**src/rtl/rc_tune_pkg.sv**
```systemverilog
package rc_tune_pkg;

  typedef enum logic [1:0] {
    ST_IDLE  = 2'd0,
    ST_ARM   = 2'd1,
    ST_MEAS  = 2'd2,
    ST_WRITE = 2'd3
  } tune_state_t;

  typedef struct packed {
    logic [7:0] code;
    logic       clamped;
  } upd_result_t;

  // halve a signed residue, ties away from zero
  function automatic int halve_round(input int r);
    int mag;
    mag = (r < 0) ? -r : r;
    mag = (mag + 1) >>> 1;
    return (r < 0) ? -mag : mag;
  endfunction

  // add correction to code and clamp into 0..max_code
  function automatic upd_result_t clamp_add(input int code, input int adj, input int max_code);
    upd_result_t res;
    int sum;
    sum = code + adj;
    res.clamped = 1'b0;
    if (sum < 0) begin
      sum = 0;
      res.clamped = 1'b1;
    end else if (sum > max_code) begin
      sum = max_code;
      res.clamped = 1'b1;
    end
    res.code = 8'(sum);
    return res;
  endfunction

endpackage

```
**src/rtl/rc_osc_sync.sv**
```systemverilog
module rc_osc_sync #(
  parameter int STAGES = 2
) (
  input  logic clk,
  input  logic rst_n,
  input  logic osc_raw,
  output logic osc_hi,
  output logic osc_rise,
  output logic osc_fall
);
  logic [STAGES-1:0] chain;
  logic              last_q;

  generate
    for (genvar g = 0; g < STAGES; g++) begin : g_stage
      if (g == 0) begin : g_first
        always_ff @(posedge clk or negedge rst_n) begin
          if (!rst_n) chain[0] <= 1'b0;
          else        chain[0] <= osc_raw;
        end
      end else begin : g_next
        always_ff @(posedge clk or negedge rst_n) begin
          if (!rst_n) chain[g] <= 1'b0;
          else        chain[g] <= chain[g-1];
        end
      end
    end
  endgenerate

  always_ff @(posedge clk or negedge rst_n) begin
    if (!rst_n) last_q <= 1'b0;
    else        last_q <= chain[STAGES-1];
  end

  assign osc_hi   = chain[STAGES-1];
  assign osc_rise = chain[STAGES-1] & ~last_q;
  assign osc_fall = ~chain[STAGES-1] & last_q;
endmodule

```
**src/rtl/rc_phase_counter.sv**
```systemverilog
module rc_phase_counter #(
  parameter int PRESET  = 32,
  parameter int TIMEOUT = 128,
  localparam int CNT_W  = $clog2(PRESET + TIMEOUT) + 1,
  localparam int TMR_W  = $clog2(TIMEOUT) + 1
) (
  input  logic                    clk,
  input  logic                    rst_n,
  input  logic                    load,
  input  logic                    dec,
  input  logic                    run,
  output logic signed [CNT_W-1:0] residue,
  output logic                    expired
);
  logic signed [CNT_W-1:0] cnt_q;
  logic        [TMR_W-1:0] tmr_q;

  always_ff @(posedge clk or negedge rst_n) begin
    if (!rst_n)    cnt_q <= CNT_W'(PRESET);
    else if (load) cnt_q <= CNT_W'(PRESET);
    else if (dec)  cnt_q <= cnt_q - CNT_W'(1);
  end

  always_ff @(posedge clk or negedge rst_n) begin
    if (!rst_n)                 tmr_q <= '0;
    else if (load)              tmr_q <= '0;
    else if (run && !expired)   tmr_q <= tmr_q + TMR_W'(1);
  end

  assign residue = cnt_q;
  assign expired = (tmr_q == TMR_W'(TIMEOUT - 1));
endmodule

```
**src/rtl/rc_code_update.sv**
```systemverilog
module rc_code_update
  import rc_tune_pkg::*;
#(
  parameter int CODE_W = 3,
  parameter int CNT_W  = 9
) (
  input  logic [CODE_W-1:0]       code_now,
  input  logic signed [CNT_W-1:0] residue,
  output logic [CODE_W-1:0]       code_next,
  output logic                    clamped
);
  localparam int MAX_CODE = (1 << CODE_W) - 1;

  upd_result_t res;
  int          adj;

  always_comb begin
    adj       = halve_round(int'(residue));
    res       = clamp_add(int'(code_now), adj, MAX_CODE);
    code_next = res.code[CODE_W-1:0];
    clamped   = res.clamped;
  end
endmodule

```
**src/rtl/rc_tune_ctrl.sv**
```systemverilog
module rc_tune_ctrl
  import rc_tune_pkg::*;
#(
  parameter int CODE_W    = 3,
  parameter int INIT_CODE = 4,
  parameter int PRESET    = 32,
  parameter int TIMEOUT   = 128,
  parameter int SYNC_STG  = 2
) (
  input  logic              clk,
  input  logic              rst_n,
  input  logic              start_i,
  input  logic              osc_i,
  output logic [CODE_W-1:0] code_o,
  output logic              busy_o,
  output logic              done_o,
  output logic              sat_o,
  output logic              timeout_o
);
  localparam int CNT_W = $clog2(PRESET + TIMEOUT) + 1;

  tune_state_t             state_q;
  logic [CODE_W-1:0]       code_q;
  logic                    done_q, sat_q, to_q;
  logic                    osc_hi, osc_rise, osc_fall;
  logic signed [CNT_W-1:0] residue;
  logic                    expired;
  logic [CODE_W-1:0]       code_next;
  logic                    clamped;

  // named internal events
  logic start_acc, cnt_load, cnt_dec, meas_end, meas_abort;

  rc_osc_sync #(.STAGES(SYNC_STG)) u_sync (
    .clk(clk), .rst_n(rst_n), .osc_raw(osc_i),
    .osc_hi(osc_hi), .osc_rise(osc_rise), .osc_fall(osc_fall)
  );

  rc_phase_counter #(.PRESET(PRESET), .TIMEOUT(TIMEOUT)) u_cnt (
    .clk(clk), .rst_n(rst_n), .load(cnt_load), .dec(cnt_dec),
    .run(busy_o), .residue(residue), .expired(expired)
  );

  rc_code_update #(.CODE_W(CODE_W), .CNT_W(CNT_W)) u_upd (
    .code_now(code_q), .residue(residue),
    .code_next(code_next), .clamped(clamped)
  );

  assign start_acc  = start_i && (state_q == ST_IDLE);
  assign cnt_load   = start_acc;
  assign cnt_dec    = ((state_q == ST_ARM) && osc_rise) || ((state_q == ST_MEAS) && osc_hi);
  assign meas_end   = (state_q == ST_MEAS) && osc_fall;
  assign meas_abort = ((state_q == ST_ARM) || (state_q == ST_MEAS)) && expired && !meas_end;

  always_ff @(posedge clk or negedge rst_n) begin
    if (!rst_n) begin
      state_q <= ST_IDLE;
      code_q  <= CODE_W'(INIT_CODE);
      done_q  <= 1'b0;
      sat_q   <= 1'b0;
      to_q    <= 1'b0;
    end else begin
      done_q <= 1'b0;
      unique case (state_q)
        ST_IDLE: if (start_acc) begin
          state_q <= ST_ARM;
          sat_q   <= 1'b0;
          to_q    <= 1'b0;
        end
        ST_ARM: begin
          if (meas_abort) begin
            state_q <= ST_IDLE;
            to_q    <= 1'b1;
          end else if (osc_rise) begin
            state_q <= ST_MEAS;
          end
        end
        ST_MEAS: begin
          if (meas_end) begin
            state_q <= ST_WRITE;
          end else if (meas_abort) begin
            state_q <= ST_IDLE;
            to_q    <= 1'b1;
          end
        end
        ST_WRITE: begin
          code_q  <= code_next;
          sat_q   <= clamped;
          done_q  <= 1'b1;
          state_q <= ST_IDLE;
        end
        default: state_q <= ST_IDLE;
      endcase
    end
  end

  assign code_o    = code_q;
  assign busy_o    = (state_q != ST_IDLE);
  assign done_o    = done_q;
  assign sat_o     = sat_q;
  assign timeout_o = to_q;
endmodule

```
**config.mk**
```make
export PLATFORM = sky130hd
export DESIGN_NAME = rc_tune_ctrl
export DESIGN_NICKNAME = d
export VERILOG_FILES = /design/src/rtl/rc_tune_pkg.sv /design/src/rtl/rc_osc_sync.sv /design/src/rtl/rc_phase_counter.sv /design/src/rtl/rc_code_update.sv /design/src/rtl/rc_tune_ctrl.sv
export SDC_FILE = /design/constraint.sdc
export NUM_CORES = 1
export LEC_CHECK = 0
export CORE_MARGIN = 2
export CORE_UTILIZATION = 60
export CTS_CLUSTER_DIAMETER = 100
export DETAILED_ROUTE_END_ITERATION = 12
export DONT_BUFFER_PORTS = 1
export MAX_ROUTING_LAYER = met4
export PLACE_DENSITY = 0.79
export SYNTH_ARGS = -nofsm -noshare
export SYNTH_HDL_FRONTEND = slang
export SYNTH_HIERARCHICAL = 1
export SYNTH_SLANG_ARGS = --single-unit
```
**constraint.sdc**
```tcl
create_clock -name clk -period 6.1 [get_ports clk]
set_clock_uncertainty 0.05 [all_clocks]
set_input_delay 1.22 -clock clk [delete_from_list [all_inputs] [get_ports clk]]
set_output_delay 1.22 -clock clk [all_outputs]
set_load 0.03 [all_outputs]
```
After elaboration in Yosys (flattened, before gate mapping)
Index checks and enable logic that the tools add are counted.
{"block": "op_classes", "n_addsub": 6, "n_lt_le_gt_ge": 3, "n_eq_ne": 8, "mux": 22, "n_bitwise": 4, "reduce_logical": 20}
{"op": "$mux 32", "count": 2}
{"op": "$add 32x2->32 const B", "count": 1}
{"op": "$add 4x32->32", "count": 1}
{"op": "$gt 32x4->1 const B", "count": 1}
{"op": "$lt 32x1->1 const B", "count": 1}
{"op": "$neg 31->32", "count": 1}
{"op": "$neg 9->32", "count": 1}
{"op": "$mux 9", "count": 2}
{"op": "$mux 8", "count": 2}
{"op": "$mux 2", "count": 5}
{"op": "$lt 9x1->1 const B", "count": 1}
{"op": "$sub 9x2->9 const B", "count": 1}
{"op": "$add 8x1->8 const B", "count": 1}
{"op": "$eq 8x7->1 const B", "count": 1}
{"op": "$pmux 2 s4", "count": 1}
{"op": "$reduce_bool 2->1", "count": 4}
{"op": "$logic_and 1x1->1", "count": 7}
{"op": "$mux 1", "count": 6}
{"op": "$mux 3", "count": 2}
{"op": "$ne 3x3->1 const B", "count": 2}
{"op": "$reduce_and 3->1", "count": 2}
{"op": "$eq 2x2->1 const B", "count": 2}
{"op": "$ne 2x2->1 const B", "count": 2}
{"op": "$pmux 1 s3", "count": 1}
{"op": "other kinds (9)", "count": 13}
{"block": "word_totals", "reg_bits": 28, "in_bits": 4, "output_inout_bits": 7, "wordCells": 73}

Longest topological paths before layout
{"block": "depth", "word_depth": 10, "ltp_mapped": 20}

By module
The synthesis kept the hierarchy.
{"module": "rc_code_update", "n_inst": 1, "cells_each": 165, "area_each_um2": 1252.5, "seq_area_each_um2": 0.0}
{"module": "rc_phase_counter", "n_inst": 1, "cells_each": 91, "area_each_um2": 915.9, "seq_area_each_um2": 426.7}
{"module": "rc_tune_ctrl", "n_inst": 1, "cells_each": 42, "area_each_um2": 473.0, "seq_area_each_um2": 201.4}
{"module": "rc_osc_sync", "n_inst": 1, "cells_each": 5, "area_each_um2": 90.1, "seq_area_each_um2": 75.1}

Worst setup path before layout
Ideal clock, no wire load.
{"block": "synth_path", "path_type": "flip-flop to flip-flop", "from": "register u_cnt.cnt_q[0], in the netlist u_cnt/residue[0]", "to": "register code_q[0], in the netlist code_o[0]", "arrival_ns": 4.173, "required_time_ns": 5.925, "path_slack_ns": 1.753, "stages_incl_launch_ff": 20, "path_buffers": 0, "synth_period_minus_slack_ns": 4.347, "cell_sequence": "dfrtp_1 inv_1 ha_1 nand2_1 o21ai_0 ha_1 xnor3_1 inv_2 ha_1 nor2_1 xnor2_1 xnor2_1 ha_1 a21oi_1 or4_4 a221oi_2 a211oi_2 o31ai_1 a21oi_1 mux2_2"}
{"block": "synth_via", "elab_chain_cells": 9}
{"element": "start: declaration", "line": "rc_phase_counter.sv:15", "rtl": "logic signed [CNT_W-1:0] cnt_q;"}
{"element": "start signal: assignment", "line": "rc_phase_counter.sv:19", "rtl": "if (!rst_n) cnt_q <= CNT_W'(PRESET);"}
{"element": "start signal: assignment", "line": "rc_phase_counter.sv:20", "rtl": "else if (load) cnt_q <= CNT_W'(PRESET);"}
{"element": "start signal: assignment", "line": "rc_phase_counter.sv:21", "rtl": "else if (dec) cnt_q <= cnt_q - CNT_W'(1);"}
{"element": "$neg 9->32 / $lt 9x1->1 (equally long branches)", "line": "rc_tune_pkg.sv:18, rc_tune_pkg.sv:20"}
{"element": "$mux 32", "line": "rc_tune_pkg.sv:18", "rtl": "mag = (r < 0) ? -r : r;"}
{"element": "$add 32x2->32", "line": "rc_tune_pkg.sv:19", "rtl": "mag = (mag + 1) >>> 1;"}
{"element": "$neg 31->32", "line": "rc_tune_pkg.sv:20", "rtl": "return (r < 0) ? -mag : mag;"}
{"element": "$mux 32 *", "line": "rc_tune_pkg.sv:20"}
{"element": "$add 4x32->32 *", "line": "rc_tune_pkg.sv:27", "rtl": "sum = code + adj;"}
{"element": "$gt 32x4->1", "line": "rc_tune_pkg.sv:32", "rtl": "end else if (sum > max_code) begin"}
{"element": "$mux 3", "line": "rc_tune_pkg.sv:32"}
{"element": "$mux 3 *", "line": "rc_tune_pkg.sv:29", "rtl": "if (sum < 0) begin"}
{"element": "via code_next[0]", "line": "rc_tune_ctrl.sv:28", "rtl": "logic [CODE_W-1:0] code_next;"}
{"element": "end signal: assignment", "line": "rc_tune_ctrl.sv:58", "rtl": "code_q <= CODE_W'(INIT_CODE);"}
{"element": "end signal: assignment", "line": "rc_tune_ctrl.sv:87", "rtl": "code_q <= code_next;"}
{"element": "end: declaration", "line": "rc_tune_ctrl.sv:23", "rtl": "logic [CODE_W-1:0] code_q;"}
The timed path passes the listed nets; every way through them passes the cells marked *.
A chain may end at the register's enable or synchronous reset.

Worst setup path in the final report
Same ends and word-level chain as after synthesis.

==> flow_metrics.tcl <==
set metrics [dict create \
    drive_gt1_share_pct 14.4 \
    power_density_nw_per_um2 526 \
    synthesis.area_um2 2730 \
    drt-total-wl_um 5560 \
    synth-compound-area-share_pct 23.3 \
    critPathLaunchType "flop" \
    min_path_type "flop to flop" \
    r2r-start "u_cnt/residue[0]" \
    post_cts_resized 0 \
    slew_headroom_pct 50.9 \
    synthXorXnorAreaFrac_pct 6.92 \
    hold_path.startpoint "u_sync/chain[0]" \
    period_minus_slack_ps 4710 \
    path_class "flop to flop" \
    synth_fp_nets 321 \
    drtIter0Drc 98 \
    cts_hold_buf 0 \
    hold_path_end "u_sync/osc_hi" \
    antenna_cells 0 \
    finalSetupViolations 0 \
    grt_pass1_vias 2218 \
    synth.avg_cell_area_um2 9.01 \
    fin_tns_setup_ps 0 \
    utilization_pct 64.2 \
    setup_slack_ps 1390 \
    post-place-ws_ps 1420 \
    via_count 2246 \
    synth-edff-count 0 \
    r2r_setup_slack_ps 1390 \
    start_util_pct 62.3 \
    synth-async-reset-ratio_pct 100 \
    synth-simple-area-share_pct 25.9 \
    nets 317 \
    synthAdderAreaFrac_pct 6.69 \
    rsz0062_at_grt "false" \
    ir_drop_v 0.000332 \
    dpl.hpwl_um 4280 \
    final_antenna_net_count 0 \
    postCtsSetupRepairBufs 0 \
    worst_ep_required_time_ps 6220 \
    gr-total-overflow 0 \
    critPathCaptureType "flop" \
    fp.dieW_um 71.5 \
    cts_tree "done" \
    tightest_slew_ps 733 \
    syn-instance-count 303 \
    vias_per_cell 6.42 \
    drv_cap 0 \
    die_h_um 71.5 \
    drv_slew 0 \
    synth_ff_type "dfrtp_1" \
    core_area_um2 4380 \
    drc 0 \
    h-tree-depth 1 \
    place.gp.congestion 0.862 \
    yosys_warnings 6 \
    cts_buffers 3 \
    clk_pin_slew_worst_paths_ps 100 \
    r2r-end "code_o[0]" \
    hold_depth 0 \
    cp.arrival_ps 4830 \
    grt_max_degree 29 \
    synthDistinctLibCells 78 \
    report.final.hold_viol_count 0 \
    yosysSeqAreaShare_pct 25.7 \
    rows 24 \
    grt_util_all_layers_pct 24.6 \
    most-common-layout-cells "26 x dfrtp_1, 21 x nor2_1, 18 x a21oi_1" \
    clk_latency_ps 270 \
    antenna_found_initial 0 \
    final_common_cell "dfrtp_1" \
    portBuffers 0 \
    wire_per_inst_um 15.9 \
    dpl-instance-area_um2 2750 \
    fin_area_um2 2820 \
    dieArea_um2 5110 \
    worst-path-max-fanout 11 \
    synth_mux_area_share_pct 6.60 \
    clk_path_buf_depth 2 \
    clock-root-buffer "clkbuf_8" \
    finalPower_mw 1.48 \
    ys_ff_latch 28 \
    drt_pre_antenna_iters 5 \
    cts_sinks 28 \
    synthToLayoutAreaGrowth_pct 3.11 \
    grt_pass1_wl_um 10000 \
    fin_crit_sh_pct 77.2 \
    rr_worst_depth 19 \
    synth_top_family_by_area "simple AND/OR/NAND/NOR gates" \
    status "finished, final reports clean" \
    fmax_mhz 212 \
    ios 11 \
    cellLeakagePower_nw 1.11 \
]
-- critical path, stage by stage, from the launching register on --
cell,delay (ps)
dfrtp_1,580
inv_1,140
ha_1,380
nand2_1,90
o21ai_0,80
ha_1,230
xnor3_1,370
inv_2,110
ha_1,220
nor2_1,70
xnor2_1,190
xnor2_1,90
ha_1,330
a21oi_1,100
or4_4,550
a221oi_2,330
a211oi_2,120
o31ai_1,240
a21oi_1,60
mux2_2,260
-- stage by stage --
step,hold WS (ps),cells
global route,315,350
finish,306,350
CTS,309,350
floorplan,281,303
global placement,289,346
detailed placement,286,346
-- cell usage after synthesis (all sizes together), types with 10 or more instances --
cell type  number  area [µm²]
dfrtp          26         651
nor2           21        78.8
inv            20        75.1
a21oi          18        90.1
ha             13         163
nand2          13        51.3
o21ai          13        68.8
o31ai          12         104
xnor2          12         105
mux2           10         120
nand2b         10        62.6
nand4          10        62.6
nor2b          10        77.6
-- cell families after synthesis --
logic type	Yosys count
AOI/OAI and AO/OA	83
xor gates and xnor gates	17
adders and majority gates	14
buffers and inverters	30
DFF	28
muxes	16
and+or+nand+nor	115
-- sequential cells by signal, indices dropped and copies added (netlist names) --
signal / count
state_q: 2
u_cnt/residue: 9
u_cnt/tmr_q: 8
u_sync/chain: 1
u_sync/last_q: 1
done_o: 1
timeout_o: 1
u_sync/osc_hi: 1
code_o: 3
sat_o: 1
-- layout make-up --
| cell class | instances | area (µm²) |
|---|---|---|
| Fill cell | 381 | 1570 |
| Clock buffer | 3 | 41.3 |
| Clock inverter | 1 | 30.0 |
| Timing Repair Buffer | 1 | 7.51 |
| Sequential cell | 28 | 703 |
| Inverter | 20 | 75.1 |
| Multi-Input combinational cell | 245 | 1890 |
| Tap cell | 52 | 65.1 |
-- per-layer routing --
layer,wire (µm),global-route usage [%]
met2,2750,41.5
met5,0,-
met4,51,3.98
met1,2640,32.6
met3,110,2.81
-- how the worst max path moves through the flow --
stage                           startpoint         to  slack [ps]
after floorplan           u_cnt/residue[0]  code_o[0]        1750
after global placement    u_cnt/residue[0]  code_o[1]        1580
after detailed placement  u_cnt/residue[0]  code_o[1]        1420
after CTS                 u_cnt/residue[0]  code_o[1]        1400
after global routing      u_cnt/residue[0]  code_o[0]         980
final                     u_cnt/residue[0]  code_o[0]        1390
-- report_power, final --
part / total [mW] / leakage (nW) / switching (mW) / internal, mW
Clock: 0.145 / 0.0357 / 0.0575 / 0.0879
Combinational: 0.984 / 0.717 / 0.577 / 0.406
Sequential: 0.353 / 0.355 / 0.112 / 0.240
Note: power is estimated with default switching activity, not from simulation.
